<file path="config.mk">
export PLATFORM = sky130hd
export DESIGN_NAME = txbuf_cmd_ctrl
export DESIGN_NICKNAME = d
export VERILOG_FILES = /design/src/rtl/txbuf_pkg.sv /design/src/rtl/txbuf_slot.sv /design/src/rtl/txbuf_arbiter.sv /design/src/rtl/txbuf_retry.sv /design/src/rtl/txbuf_cmd_ctrl.sv
export SDC_FILE = /design/constraint.sdc
export NUM_CORES = 1
export LEC_CHECK = 0
export BUFFER_PORTS_ARGS = -buffer_cell sky130_fd_sc_hd__buf_2
export CAP_MARGIN = 30
export CORE_MARGIN = 3
export CORE_UTILIZATION = 35
export DETAILED_ROUTE_END_ITERATION = 10
export HOLD_SLACK_MARGIN = 0.12
export RECOVER_POWER = 100
export SLEW_MARGIN = 20
export SYNTH_ARGS = -nofsm -noshare
export SYNTH_HDL_FRONTEND = slang
export SYNTH_HIERARCHICAL = 1
export SYNTH_SLANG_ARGS = --single-unit
</file>
<file path="constraint.sdc">
create_clock -name clk -period 4.7 [get_ports clk]
set_clock_uncertainty 0.05 [all_clocks]
set_input_delay 0.705 -clock clk [delete_from_list [all_inputs] [get_ports clk]]
set_output_delay 0.705 -clock clk [all_outputs]
set_load 0.1 [all_outputs]
</file>
<file path="src/rtl/txbuf_pkg.sv">
package txbuf_pkg;

    typedef enum logic [2:0] {
        ST_EMPTY   = 3'd0,
        ST_READY   = 3'd1,
        ST_TXPROG  = 3'd2,
        ST_TXOK    = 3'd3,
        ST_FAILED  = 3'd4,
        ST_TXERR   = 3'd5,
        ST_ABORTED = 3'd6
    } buf_state_t;

    localparam int CMD_RDY_BIT = 0;
    localparam int CMD_EMP_BIT = 1;
    localparam int CMD_ABT_BIT = 2;
    localparam int CMD_SEL_LSB = 3;
    localparam int STATE_W     = 3;

    function automatic logic ready_accepts(buf_state_t s);
        return (s != ST_TXPROG);
    endfunction

endpackage

</file>
<file path="src/rtl/txbuf_slot.sv">
module txbuf_slot
    import txbuf_pkg::*;
(
    input  logic       clk,
    input  logic       rst,
    input  logic       cmd_hit,
    input  logic       cmd_ready,
    input  logic       cmd_empty,
    input  logic       cmd_abort,
    input  logic       start,
    input  logic       ev_ok,
    input  logic       ev_txerr,
    input  logic       ev_fail,
    input  logic       ev_retry,
    output buf_state_t state
);

    buf_state_t nxt;

    always_comb begin
        nxt = state;
        if (state == ST_TXPROG) begin
            if (ev_ok)                      nxt = ST_TXOK;
            else if (ev_txerr)              nxt = ST_TXERR;
            else if (ev_fail)               nxt = ST_FAILED;
            else if (ev_retry)              nxt = ST_READY;
            else if (cmd_hit && cmd_abort)  nxt = ST_ABORTED;
        end else if (cmd_hit && cmd_abort) begin
            if (state == ST_READY)          nxt = ST_ABORTED;
        end else if (cmd_hit && cmd_empty) begin
            nxt = ST_EMPTY;
        end else if (cmd_hit && cmd_ready) begin
            if (ready_accepts(state))       nxt = ST_READY;
        end else if (start && state == ST_READY) begin
            nxt = ST_TXPROG;
        end
    end

    always_ff @(posedge clk) begin
        if (rst) state <= ST_EMPTY;
        else     state <= nxt;
    end

    AST_TX_HOLD: assert property (@(posedge clk) disable iff (rst)
        (state == ST_TXPROG && !ev_ok && !ev_txerr && !ev_fail && !ev_retry
         && !(cmd_hit && cmd_abort)) |=> state == ST_TXPROG);
    AST_TX_ENTRY: assert property (@(posedge clk) disable iff (rst)
        (state != ST_TXPROG && !start) |=> state != ST_TXPROG);

endmodule

</file>
<file path="src/rtl/txbuf_arbiter.sv">
module txbuf_arbiter #(
    parameter int NBUF = 4,
    parameter int PW   = 3,
    localparam int IW  = (NBUF > 1) ? $clog2(NBUF) : 1
) (
    input  logic [NBUF-1:0]    ready_vec,
    input  logic [NBUF*PW-1:0] prio,
    output logic               valid,
    output logic [IW-1:0]      idx
);

    logic [PW-1:0] best;

    always_comb begin
        valid = 1'b0;
        idx   = '0;
        best  = '0;
        for (int i = 0; i < NBUF; i++) begin
            if (ready_vec[i] && (!valid || prio[PW*i +: PW] > best)) begin
                valid = 1'b1;
                idx   = IW'(i);
                best  = prio[PW*i +: PW];
            end
        end
    end

endmodule

</file>
<file path="src/rtl/txbuf_retry.sv">
module txbuf_retry #(
    parameter int RW = 4,
    parameter int IW = 2
) (
    input  logic          clk,
    input  logic          rst,
    input  logic          start,
    input  logic [IW-1:0] start_idx,
    input  logic          ev_ok,
    input  logic          ev_again,
    input  logic          ev_abort,
    input  logic          lim_en,
    input  logic [RW-1:0] lim,
    output logic [RW-1:0] cnt,
    output logic          lim_hit
);

    logic [RW-1:0] cnt_inc;
    logic [IW-1:0] last_idx;
    logic          retrying;

    assign cnt_inc = (cnt == {RW{1'b1}}) ? cnt : cnt + 1'b1;
    assign lim_hit = lim_en && (cnt_inc >= lim);

    always_ff @(posedge clk) begin
        if (rst) begin
            cnt      <= '0;
            last_idx <= '0;
            retrying <= 1'b0;
        end else if (start) begin
            if (!(retrying && start_idx == last_idx)) cnt <= '0;
            last_idx <= start_idx;
            retrying <= 1'b0;
        end else if (ev_ok) begin
            cnt      <= '0;
            retrying <= 1'b0;
        end else if (ev_again) begin
            cnt      <= cnt_inc;
            retrying <= !lim_hit;
        end else if (ev_abort) begin
            retrying <= 1'b0;
        end
    end

    AST_CNT_STEP: assert property (@(posedge clk) disable iff (rst)
        (cnt != $past(cnt)) |-> (cnt == '0 || cnt == $past(cnt) + 1'b1));
    AST_CNT_OK_CLEAR: assert property (@(posedge clk) disable iff (rst)
        (ev_ok && !start) |=> cnt == '0);

endmodule

</file>
<file path="src/rtl/txbuf_cmd_ctrl.sv">
module txbuf_cmd_ctrl
    import txbuf_pkg::*;
#(
    parameter int NBUF = 4,
    parameter int PW   = 3,
    parameter int RW   = 4,
    localparam int IW  = (NBUF > 1) ? $clog2(NBUF) : 1,
    localparam int CW  = CMD_SEL_LSB + NBUF
) (
    input  logic                    clk,
    input  logic                    rst,
    input  logic                    cmd_we,
    input  logic [CW-1:0]           cmd_wdata,
    input  logic                    prio_we,
    input  logic [NBUF*PW-1:0]      prio_wdata,
    input  logic                    rtr_limit_en,
    input  logic [RW-1:0]           rtr_limit,
    input  logic                    pe_is_tx,
    input  logic                    pe_start,
    input  logic                    pe_ok,
    input  logic                    pe_err,
    input  logic                    pe_arb_lost,
    input  logic                    at_cmd,
    output logic [CW-1:0]           cmd_reg,
    output logic [NBUF*PW-1:0]      prio_q,
    output logic [NBUF*STATE_W-1:0] buf_state,
    output logic                    buf_avail,
    output logic                    offer_valid,
    output logic [IW-1:0]           offer_idx,
    output logic [RW-1:0]           rtr_count,
    output logic                    goto_idle
);

    buf_state_t      st [NBUF];
    logic [NBUF-1:0] active_vec;
    logic [NBUF-1:0] ready_vec;
    logic [NBUF-1:0] empty_vec;
    logic            busy;
    logic            start_go;
    logic            bus_abort;
    logic            again;
    logic            lim_hit;

    always_ff @(posedge clk) begin
        if (rst) begin
            cmd_reg   <= '0;
            prio_q    <= '0;
            goto_idle <= 1'b0;
        end else begin
            cmd_reg   <= cmd_we ? cmd_wdata : '0;
            if (prio_we) prio_q <= prio_wdata;
            goto_idle <= at_cmd && pe_is_tx;
        end
    end

    assign busy      = |active_vec;
    assign start_go  = pe_start && !busy && offer_valid;
    assign bus_abort = busy && at_cmd && pe_is_tx && !pe_ok;
    assign again     = busy && (pe_err || pe_arb_lost) && !pe_ok && !bus_abort;
    assign buf_avail = |empty_vec;

    for (genvar i = 0; i < NBUF; i++) begin : g_slot
        txbuf_slot u_slot (
            .clk      (clk),
            .rst      (rst),
            .cmd_hit  (cmd_reg[CMD_SEL_LSB + i]),
            .cmd_ready(cmd_reg[CMD_RDY_BIT]),
            .cmd_empty(cmd_reg[CMD_EMP_BIT]),
            .cmd_abort(cmd_reg[CMD_ABT_BIT]),
            .start    (start_go && offer_idx == IW'(i)),
            .ev_ok    (active_vec[i] && pe_ok),
            .ev_txerr (active_vec[i] && bus_abort),
            .ev_fail  (active_vec[i] && again && lim_hit),
            .ev_retry (active_vec[i] && again && !lim_hit),
            .state    (st[i])
        );
        assign active_vec[i] = (st[i] == ST_TXPROG);
        assign ready_vec[i]  = (st[i] == ST_READY);
        assign empty_vec[i]  = (st[i] == ST_EMPTY);
        assign buf_state[STATE_W*i +: STATE_W] = st[i];
    end

    txbuf_arbiter #(.NBUF(NBUF), .PW(PW)) u_arb (
        .ready_vec(ready_vec),
        .prio     (prio_q),
        .valid    (offer_valid),
        .idx      (offer_idx)
    );

    txbuf_retry #(.RW(RW), .IW(IW)) u_retry (
        .clk      (clk),
        .rst      (rst),
        .start    (start_go),
        .start_idx(offer_idx),
        .ev_ok    (busy && pe_ok),
        .ev_again (again),
        .ev_abort (bus_abort),
        .lim_en   (rtr_limit_en),
        .lim      (rtr_limit),
        .cnt      (rtr_count),
        .lim_hit  (lim_hit)
    );

    AST_ONE_ACTIVE: assert property (@(posedge clk) disable iff (rst)
        $onehot0(active_vec));
    AST_CMD_SELF_CLEAR: assert property (@(posedge clk) disable iff (rst)
        (cmd_reg != '0 && !cmd_we) |=> cmd_reg == '0);
    AST_OFFER_READY: assert property (@(posedge clk) disable iff (rst)
        offer_valid |-> st[offer_idx] == ST_READY);
    AST_IDLE_ONLY_TX: assert property (@(posedge clk) disable iff (rst)
        goto_idle |-> $past(pe_is_tx));

endmodule

</file>
==> results of run 1 <==
==> cells in the mapped netlist, drive strengths merged, types with 6 or more instances <==
| library cell | instances | share of area (%) |
|---|---|---|
| nand2 | 21 | 2.8 |
| a21oi | 11 | 1.9 |
| o21ai | 15 | 2.6 |
| and2 | 14 | 3.3 |
| dfxtp | 39 | 27 |
| nor3 | 18 | 4.0 |
| or3b | 8 | 3.1 |
| mux2i | 18 | 6.3 |
| nor2 | 55 | 7.3 |
| inv | 22 | 2.9 |
| a31oi | 6 | 1.3 |
| ha | 14 | 6.1 |
| nor3b | 8 | 2.8 |
==> cells by family after synthesis <==
kind of cell,Yosys count
flops,39
buf+inv,26
fa+ha+maj,14
compound gates,65
xor+xnor,7
mux,22
simple gates,160
==> per-layer routing <==
| layer | up-vias | global-route usage (%) |
|---|---|---|
| met3 | 12 | 3.486 |
| li1 | 1420 | - |
| met1 | 1316 | 21.35 |
| met2 | 79 | 30.40 |
| met5 | - | 0 |
| met4 | 0 | 6.192 |
==> worst min-delay path, stage by stage (launching register included) <==
cell and delay [ns]:
dfxtp_2 0.34, mux2i_1 0.06, nor2_1 0.08
==> repair_timing <==
action / 4_1_cts / 5_1_grt
endpoints found under the hold margin: 0 / 0
setup buffers: 4 / 3
resized for setup: 8 / 22
pin swaps: 13 / 12
endpoints found under the setup margin: 18 / 20
==> power breakdown <==
part	switching, mW	total [mW]	internal [mW]
Sequential	0.0470	0.418	0.371
Combinational	0.770	1.18	0.406
Clock	0.124	0.296	0.172
==> worst paths after layout <==
kind,endpoint,startpoint,cells after the start,slack [ns]
min reg2reg,prio_q[0],prio_q[0],2,0.47
max,offer_idx[0],g_slot[0].u_slot/state[1],19,-0.38
max reg2reg,g_slot[3].u_slot/state[0],g_slot[0].u_slot/state[1],26,-0.31
min,prio_q[0],prio_q[0],2,0.47
==> cell type report <==
| class | instances | area (sq um) | area share, % |
|---|---|---|---|
| Timing Repair Buffer | 97 | 549.3 | 14.11 |
| Tap cell | 102 | 127.6 | 3.279 |
| Clock buffer | 6 | 82.58 | 2.122 |
| Multi-Input combinational cell | 268 | 2215 | 56.89 |
| Clock inverter | 2 | 35.03 | 0.9000 |
| Inverter | 22 | 82.58 | 2.122 |
| Sequential cell | 39 | 800.8 | 20.57 |
==> flow_metrics.py, run 1 <==
metrics = {
    "status": {
        "status": "finished, violations left",
        "violations": "max-capacitance violations, max-slew violations, negative setup slack",
    },
    "route": {
        "wl_per_cell_um": 14.91,
        "drcViolationCount": 0,
        "ant_nets": 0,
        "met2_length_um": 3836,
        "met3_wirelength_um": 430,
        "via_count": 2827,
        "drt-initial-drc-count": 131,
        "dr.pass1.iters": 4,
        "wl_met1_um": 3608,
        "top_layer_used": "met4",
        "viasPerCell": 5.274,
        "wirelength_um": 7991,
    },
    "die": {
        "start_util_pct": 36.53,
        "die_area_sq_um": 9312,
        "die_h_um": 96.50,
        "io_pins": 74,
        "fp.coreArea_sq_um": 7848,
        "core.rowCount": 32,
        "die_w_um": 96.50,
    },
    "pwr": {
        "power_mw": 1.889,
        "p_leak_nw": 1.508,
        "ir_drop_mv": 0.2556,
        "power_density_nw_per_um2": 485.4,
    },
    "grt": {
        "grt_overflow": 0,
        "grt_usage_pct": 17.48,
        "grt_pass1_vias": 2741,
        "grt_pass1_wl_um": 12790,
        "antenna_found_initial": 0,
        "grt_max_degree": 31,
    },
    "clock_network": {
        "htree_levels": 2,
        "root_buffer": "clkbuf_8",
        "cts_buffers": 5,
        "hold_buffers": 0,
        "cts_tree": "built",
        "clk_pin_slew_ns": 0.08,
        "numClockSinks": 39,
        "clockBufferDepth": 2,
        "clock_latency_ns": 0.29,
    },
    "critical_path": {
        "critPathKind": "register to primary output",
        "cp_top_family": "compound AO/OA/AOI/OAI gates",
        "path_cells": "nor3b_4, nand2_1, ha_1, and3b_1, o21ai_2, or2_1, a32oi_2, ha_1, nor2b_1, o21a_1, o311a_4, mux2_4, ha_4, nor2b_4, o21ai_2, a32oi_2, o21ai_2, o21ai_4, buf_12",
        "crit_path_frequent_cell": "o21ai_2",
        "cp.arrival_ns": 4.32,
        "cp-start-kind": "register",
        "critPathMaxStageDelay_ns": 0.36,
        "crit_path_end_kind": "primary output",
        "cp_num_buf_inv": 1,
        "crit_fanout": 4,
        "critPathSlowestCell": "dfxtp_4",
        "required_ns": 3.94,
    },
    "placed_design": {
        "gp_congestion": 0.8974,
        "place_area_sq_um": 3622,
        "dp_hpwl_um": 6087,
        "dp_slack_ns": -0.3857,
        "place_inst": 522,
        "place.port_buffers": 73,
    },
    "sta": {
        "finalHoldViolCount": 0,
        "drv_slew": 31,
        "worst_slew_pin_slew_ns": 1.629,
        "worst_slack_ns": -0.3778,
        "finalSetupTns_ns": -4.609,
        "post-route-period-util_pct": 108.0,
        "holdWs_ns": 0.4694,
        "max_freq_mhz": 196.9,
        "setup_violations": 18,
        "period_needed_ns": 5.078,
        "maxSlewHeadroom_pct": -8.567,
        "rsz0062_at_grt": "yes",
    },
    "synth": {
        "synth_compound_area_share_pct": 18.25,
        "synth_warnings": 6,
        "synth-seq-cells": 39,
        "async_flop_share_pct": 0,
        "synthCells": 333,
        "synthAdderAreaFrac_pct": 6.111,
        "synth_top_family_by_area": "simple AND/OR/NAND/NOR gates",
        "synth-main-ff-cell": "dfxtp_1",
        "synth_cell_types": 54,
        "synthSimpleGateAreaFrac_pct": 34.74,
        "synth_xor_area_share_pct": 2.139,
        "synth_edf_count": 0,
        "synth.avg_cell_area_sq_um": 8.608,
        "syn_area_sq_um": 2866,
        "muxShareOfSynthArea_pct": 7.988,
        "syn-num-nets": 381,
        "ys_seq_area_share_pct": 27.24,
    },
    "job": {
        "maxCapViolCount": 1,
    },
    "layout": {
        "instances_no_fill": 536,
        "final_common_cell": "nor2_1",
        "final_util_pct": 49.60,
        "antenna_cells": 0,
        "design_area_sq_um": 3892,
        "fill_cells": 775,
        "area_growth_syn_to_layout_pct": 35.79,
        "final_cell_mix": "nor2_1 (53), clkbuf_1 (39), buf_2 (32)",
        "drive_gt1_share_pct": 35.02,
        "nets": 481,
    },
    "hold_path": {
        "hp-class": "register to register",
    },
}
Note: power is estimated with default switching activity, not from simulation.
==> inputs of run 2 (changes only) <==
--- a/config.mk
+++ b/config.mk
@@ -10,8 +10,8 @@
 export CORE_MARGIN = 3
 export CORE_UTILIZATION = 35
 export DETAILED_ROUTE_END_ITERATION = 10
+export GPL_TIMING_DRIVEN = 0
 export HOLD_SLACK_MARGIN = 0.12
-export RECOVER_POWER = 100
 export SLEW_MARGIN = 20
 export SYNTH_ARGS = -nofsm -noshare
 export SYNTH_HDL_FRONTEND = slang
==> flow_metrics.py, run 2 (synthesis gave the netlist of run 1 again) <==
metrics = {
    "die": {
        "die_w_um": 96.50,
        "io_pins": 74,
        "die_area_sq_um": 9312,
        "core.rowCount": 32,
        "start_util_pct": 36.53,
        "fp.coreArea_sq_um": 7848,
        "die_h_um": 96.50,
    },
    "sta": {
        "period_needed_ns": 5.148,
        "drv_slew": 0,
        "post-route-period-util_pct": 109.5,
        "rsz0062_at_grt": "yes",
        "max_freq_mhz": 194.2,
        "holdWs_ns": 0.4602,
        "maxSlewHeadroom_pct": 62.83,
        "worst_slew_pin_slew_ns": 0.5436,
        "finalHoldViolCount": 0,
        "setup_violations": 18,
        "worst_slack_ns": -0.4481,
    },
    "pwr": {
        "power_density_nw_per_um2": 465.5,
        "ir_drop_mv": 0.1796,
        "p_leak_nw": 1.603,
        "power_mw": 1.771,
    },
    "critical_path": {
        "critPathSlowestCell": "dfxtp_4",
        "worstRegToRegCells": 25,
        "crit_path_end_kind": "primary output",
        "r2r_start": "g_slot[0].u_slot/state[2]",
        "cp-start-kind": "register",
        "r2r-end": "g_slot[0].u_slot/state[2]",
        "critPathKind": "register to primary output",
        "startpoint": "g_slot[0].u_slot/state[2]",
        "path_cells": "nor3b_4, buf_6, nand2_4, ha_4, and3b_1, o21ai_2, or2_4, a32oi_2, ha_1, nor2b_1, o21a_1, o311a_4, buf_12, mux2_2, ha_1, nor2b_4, o21ai_2, a32oi_1, o21ai_2, o21ai_4, buf_12",
        "required_ns": 3.94,
        "crit_end": "offer_idx[0]",
        "critPathMaxStageDelay_ns": 0.36,
        "crit_fanout": 5,
        "cp.arrival_ns": 4.39,
        "reg2reg_slack_ns": -0.38,
        "crit_path_frequent_cell": "o21ai_2",
    },
    "layout": {
        "final_util_pct": 48.49,
        "seqCellArea_sq_um": 800.8,
        "fill_cells": 790,
        "instances_no_fill": 531,
        "design_area_sq_um": 3805,
        "antenna_cells": 0,
        "final_common_cell": "buf_2",
        "nets": 476,
        "final_cell_mix": "buf_2 (73), nor2_1 (54), dfxtp_1 (29)",
        "drive_gt1_share_pct": 41.03,
        "area_growth_syn_to_layout_pct": 32.74,
        "multi_input_area_sq_um": 2160,
    },
    "grt": {
        "grt_usage_pct": 16.97,
        "grt_overflow": 0,
        "grt_pass1_wl_um": 12700,
        "antenna_found_initial": 0,
        "grt_max_degree": 22,
        "grt_pass1_vias": 2745,
    },
    "placed_design": {
        "place.port_buffers": 73,
        "place_inst": 508,
        "dp_hpwl_um": 5585,
        "gp_congestion": 0.8060,
        "place_area_sq_um": 3478,
    },
    "hold_path": {
        "hp-class": "register to register",
    },
    "clock_network": {
        "clk_pin_slew_ns": 0.08,
        "hold_buffers": 0,
        "htree_levels": 2,
        "clockBufferDepth": 2,
        "clock_latency_ns": 0.29,
        "numClockSinks": 39,
        "root_buffer": "clkbuf_8",
        "cts_tree": "built",
        "cts_buffers": 5,
    },
    "status": {
        "violations": "negative setup slack",
        "status": "finished, violations left",
    },
    "job": {
        "maxCapViolCount": 0,
    },
    "route": {
        "wirelength_um": 7426,
        "viasPerCell": 5.213,
        "via_count": 2768,
        "drt-initial-drc-count": 184,
        "dr.pass1.iters": 4,
        "ant_nets": 0,
        "drcViolationCount": 0,
        "wl_per_cell_um": 13.98,
    },
}
-- run 2: changes by cell type in the layout (fill, tap and decap cells not counted), sizes merged --
cell and delta:
clkbuf -37, buf +33, bufinv -1
-- run 2: metrics by stage --
stage / TNS, ns / worst slack [ns]
finish: -5.279 / -0.4481
global route: -10.10 / -0.6581
CTS: -6.265 / -0.4835
detailed placement: -9.366 / -0.7866
global placement: -7.881 / -0.7151
floorplan: -9.306 / -0.6147
-- run 2: critical path: cells and delay by family, from the launching register on --
family / cells / cell delay, ns
compound gates: 8 / 1.29
simple gates: 6 / 0.94
fa+ha+maj: 3 / 0.74
buf+inv: 3 / 0.49
flops: 1 / 0.36
mux: 1 / 0.27
-- run 2: area by class of cell --
class                           instances  share of cell area, %
Clock inverter                          1                 0.1315
Sequential cell                        39                  21.05
Inverter                               22                  2.170
Buffer                                  4                 0.6577
Clock buffer                            7                  2.006
Multi-Input combinational cell        268                  56.76
Timing Repair Buffer                   88                  13.88
Tap cell                              102                  3.354
-- run 2: power breakdown --
group	leakage (nW)	switching (mW)	total (mW)	internal [mW]
Clock	0.0422	0.121	0.225	0.104
Combinational	1.24	0.723	1.12	0.393
Sequential	0.324	0.0584	0.429	0.371
Total	1.60	0.903	1.77	0.868
-- run 2: repair_timing --
action / CTS / global route
gates resized for setup: 19 / 5
setup endpoints to repair: 18 / 20
setup buffers: 11 / 4
hold endpoints to repair: 0 / 0
pin swaps: 11 / 3
-- run 2: worst min path at each step --
stage | from | endpoint | cells after the start
floorplan | u_retry/last_idx[1] | u_retry/last_idx[1] | 2
global placement | prio_q[0] | prio_q[0] | 2
detailed placement | prio_q[0] | prio_q[0] | 2
CTS | prio_q[0] | prio_q[0] | 2
global route | prio_q[0] | prio_q[0] | 2
finish | prio_q[0] | prio_q[0] | 2
-- run 2: per-layer routing --
metal  wire, um  up-vias  share of wire, %  track usage, %
li1           -     1407                 -               -
met1       3507     1276                47           22.24
met2       3375       74                45           28.91
met3        444       11               6.0           3.098
met4         99        0               1.3           3.855
met5          0        -                 0               0
==> inputs of run 3 (changes only) <==
--- a/config.mk
+++ b/config.mk
@@ -5,6 +5,7 @@
 export SDC_FILE = /design/constraint.sdc
 export NUM_CORES = 1
 export LEC_CHECK = 0
+export ABC_AREA = 1
 export BUFFER_PORTS_ARGS = -buffer_cell sky130_fd_sc_hd__buf_2
 export CAP_MARGIN = 30
 export CORE_MARGIN = 3
==> flow_metrics.py, run 3 <==
metrics = {
    "synth": {
        "yosysTopAreaCellShare_pct": 23.36,
        "async_flop_share_pct": 0,
        "ys_seq_area_share_pct": 23.36,
        "synth-seq-cells": 39,
        "synth_warnings": 6,
        "synth_cell_types": 31,
        "synth_common_cells": "nor2_1 (128), nand2_1 (116), inv_1 (98), nand3_1 (56), dfxtp_1 (39)",
        "synth.area.top_cells": "dfxtp_1 (23%), nor2_1 (14%), nand2_1 (13%)",
        "syn_area_sq_um": 3342,
        "synth.avg_cell_area_sq_um": 5.802,
        "synth.most_common_cell": "nor2_1",
        "synth-main-ff-cell": "dfxtp_1",
        "synth_edf_count": 0,
        "synth_top_area_cell": "dfxtp_1",
        "synthCells": 576,
        "syn-num-nets": 624,
    },
    "layout": {
        "drive_gt1_share_pct": 29.10,
        "final_common_cell": "nor2_1",
        "instances_no_fill": 799,
        "final_cell_mix": "nor2_1 (127), nand2_1 (105), inv_1 (97)",
        "nets": 718,
        "antenna_cells": 0,
        "area_growth_syn_to_layout_pct": 29.88,
    },
    "critical_path": {
        "cp_top_family": "simple AND/OR/NAND/NOR gates",
        "crit_path_end_kind": "primary output",
        "worstRegToRegCells": 37,
        "critPathMaxStageDelay_ns": 0.37,
        "cp_num_buf_inv": 2,
        "cp.depth": 27,
        "crit_fanout": 5,
        "cp.arrival_ns": 3.85,
        "critPathSlowestCell": "dfxtp_4",
        "crit_path_frequent_cell": "nand2_2",
        "required_ns": 3.94,
        "critPathKind": "register to primary output",
        "cp-start-kind": "register",
    },
    "placed_design": {
        "gp_congestion": 0.8785,
        "dp_hpwl_um": 7034,
        "place_inst": 778,
        "place.port_buffers": 73,
        "dp_slack_ns": -0.2511,
    },
    "clock_network": {
        "cts_buffers": 5,
        "numClockSinks": 39,
        "clockBufferDepth": 2,
        "clock_latency_ns": 0.29,
        "htree_levels": 2,
        "root_buffer": "clkbuf_8",
        "hold_buffers": 0,
        "cts_tree": "built",
        "clk_pin_slew_ns": 0.08,
    },
    "pwr": {
        "ir_drop_mv": 0.3766,
        "power_frac_clock_pct": 12.5,
        "p_sw_share_pct": 55.51,
        "combPwrFrac_pct": 66.2,
        "power_density_nw_per_um2": 510.1,
        "internal_power_uw": 985.1,
        "p_leak_nw": 2.407,
        "power_frac_seq_pct": 21.3,
        "power_switching_mw": 1.229,
    },
    "sta": {
        "worst_slew_pin_slew_ns": 0.8186,
        "finalSetupTns_ns": 0,
        "max_freq_mhz": 217.2,
        "setup_violations": 0,
        "period_needed_ns": 4.604,
        "maxSlewHeadroom_pct": 45.01,
        "rsz0062_at_grt": "yes",
        "post-route-period-util_pct": 97.96,
        "drv_slew": 0,
        "finalHoldViolCount": 0,
        "worst_slack_ns": 0.09601,
    },
    "die": {
        "die_h_um": 103.7,
        "fp.coreArea_sq_um": 9240,
        "io_pins": 74,
        "start_util_pct": 36.17,
        "die_w_um": 103.7,
        "die_area_sq_um": 10760,
        "core.rowCount": 35,
    },
    "route": {
        "dr.pass1.iters": 4,
        "wl_per_cell_um": 11.22,
        "ant_nets": 0,
        "viasPerCell": 4.567,
        "drcViolationCount": 0,
        "drt-initial-drc-count": 137,
        "wirelength_um": 8965,
        "via_count": 3649,
    },
    "grt": {
        "grt_usage_pct": 15.92,
        "antenna_found_initial": 0,
        "grt_overflow": 0,
        "grt_pass1_vias": 3326,
        "grt_max_degree": 14,
        "grt_pass1_wl_um": 14440,
    },
    "status": {
        "status": "completed",
    },
    "job": {
        "maxCapViolCount": 0,
    },
    "hold_path": {
        "holdPathStages": 2,
        "hp-class": "register to register",
    },
}
run 3: cell count changes in the layout (fill, tap and decap cells not counted), moves of 10 or more:
cell / before / now
inv_1: 21 / 97
nand4_1: 0 / 10
nand2_1: 19 / 105
inv_2: 1 / 22
nand3_1: 3 / 50
nand2_4: 1 / 14
nand2_2: 1 / 17
mux2i_1: 18 / 0
nor2_1: 54 / 127
run 3: metrics by stage:
| step | cell area, sq um | total power, mW | util (%) | hold WS [ns] |
|---|---|---|---|---|
| 6_report | 4340 | 2.214 | 46.97 | 0.4453 |
| 4_1_cts | 4160 | 2.150 | 45.02 | 0.4466 |
| 3_5_place_dp | 3911 | 1.799 | 42.33 | 0.4377 |
| 2_1_floorplan | 3385 | 1.575 | - | 0.4164 |
| 3_3_place_gp | 3911 | 1.778 | 42.33 | 0.4314 |
| 5_1_grt | 4340 | 2.387 | 46.97 | 0.5051 |
run 3: layout make-up:
class                      instances  area, sq um
fill                             981         4900
multi-input combinational        409         2288
sequential                        39        795.8
timing repair buffer              87        508.0
inverter                         125        473.0
tap                              129        161.4
clock buffer                       6        72.57
clock inverter                     1        30.03
buffer                             3        11.26
run 3: logic make-up after synthesis:
family                   after synthesis  share of synthesized area (%)
flip-flops                            39                          23.36
buffers and inverters                128                          14.49
adder cells (fa/ha/maj)               14                          5.242
AO/OA/AOI/OAI                         36                          6.440
AND/OR/NAND/NOR                      359                          50.47
run 3: routing by layer:
layer / wire (um) / vias to the layer above / GRT usage, %
met5: 0 / - / 0
met4: 81 / 0 / 3.799
met3: 342 / 6 / 2.243
met2: 4485 / 52 / 28.79
met1: 4055 / 1634 / 19.93
li1: - / 1957 / -
run 3: path summary, 6_finish.rpt:
check,from,to,slack [ns]
hold / removal,u_retry/last_idx[1],u_retry/last_idx[1],0.45
setup / recovery,g_slot[0].u_slot/state[1],offer_idx[0],0.1
setup reg to reg,g_slot[0].u_slot/state[1],g_slot[0].u_slot/state[1],0.23
hold reg to reg,u_retry/last_idx[1],u_retry/last_idx[1],0.45
run 3: power groups by stage:
| stage | Sequential (mW) | Clock [mW] | Combinational [mW] |
|---|---|---|---|
| global route | 0.484 | 0.301 | 1.60 |
| global placement | 0.480 | 0 | 1.30 |
| CTS | 0.473 | 0.287 | 1.39 |
| finish | 0.472 | 0.277 | 1.47 |
| detailed placement | 0.484 | 0 | 1.32 |
| floorplan | 0.793 | 0 | 0.782 |
run 3: timing repair:
item	CTS	global route
endpoints found under the setup margin	8	18
pin swaps	7	15
endpoints found under the hold margin	0	0
gates cloned	0	0
resized for setup	19	28
setup buffers	7	7
run 3: worst reg2reg max path: cells and delay by family, from the launching register on:
family	cells	cell delay [ns]
buffers and inverters	4	0.51
flip-flops	1	0.37
AO/OA/AOI/OAI	6	0.57
AND/OR/NAND/NOR	24	2.17
adder cells (fa/ha/maj)	3	0.74
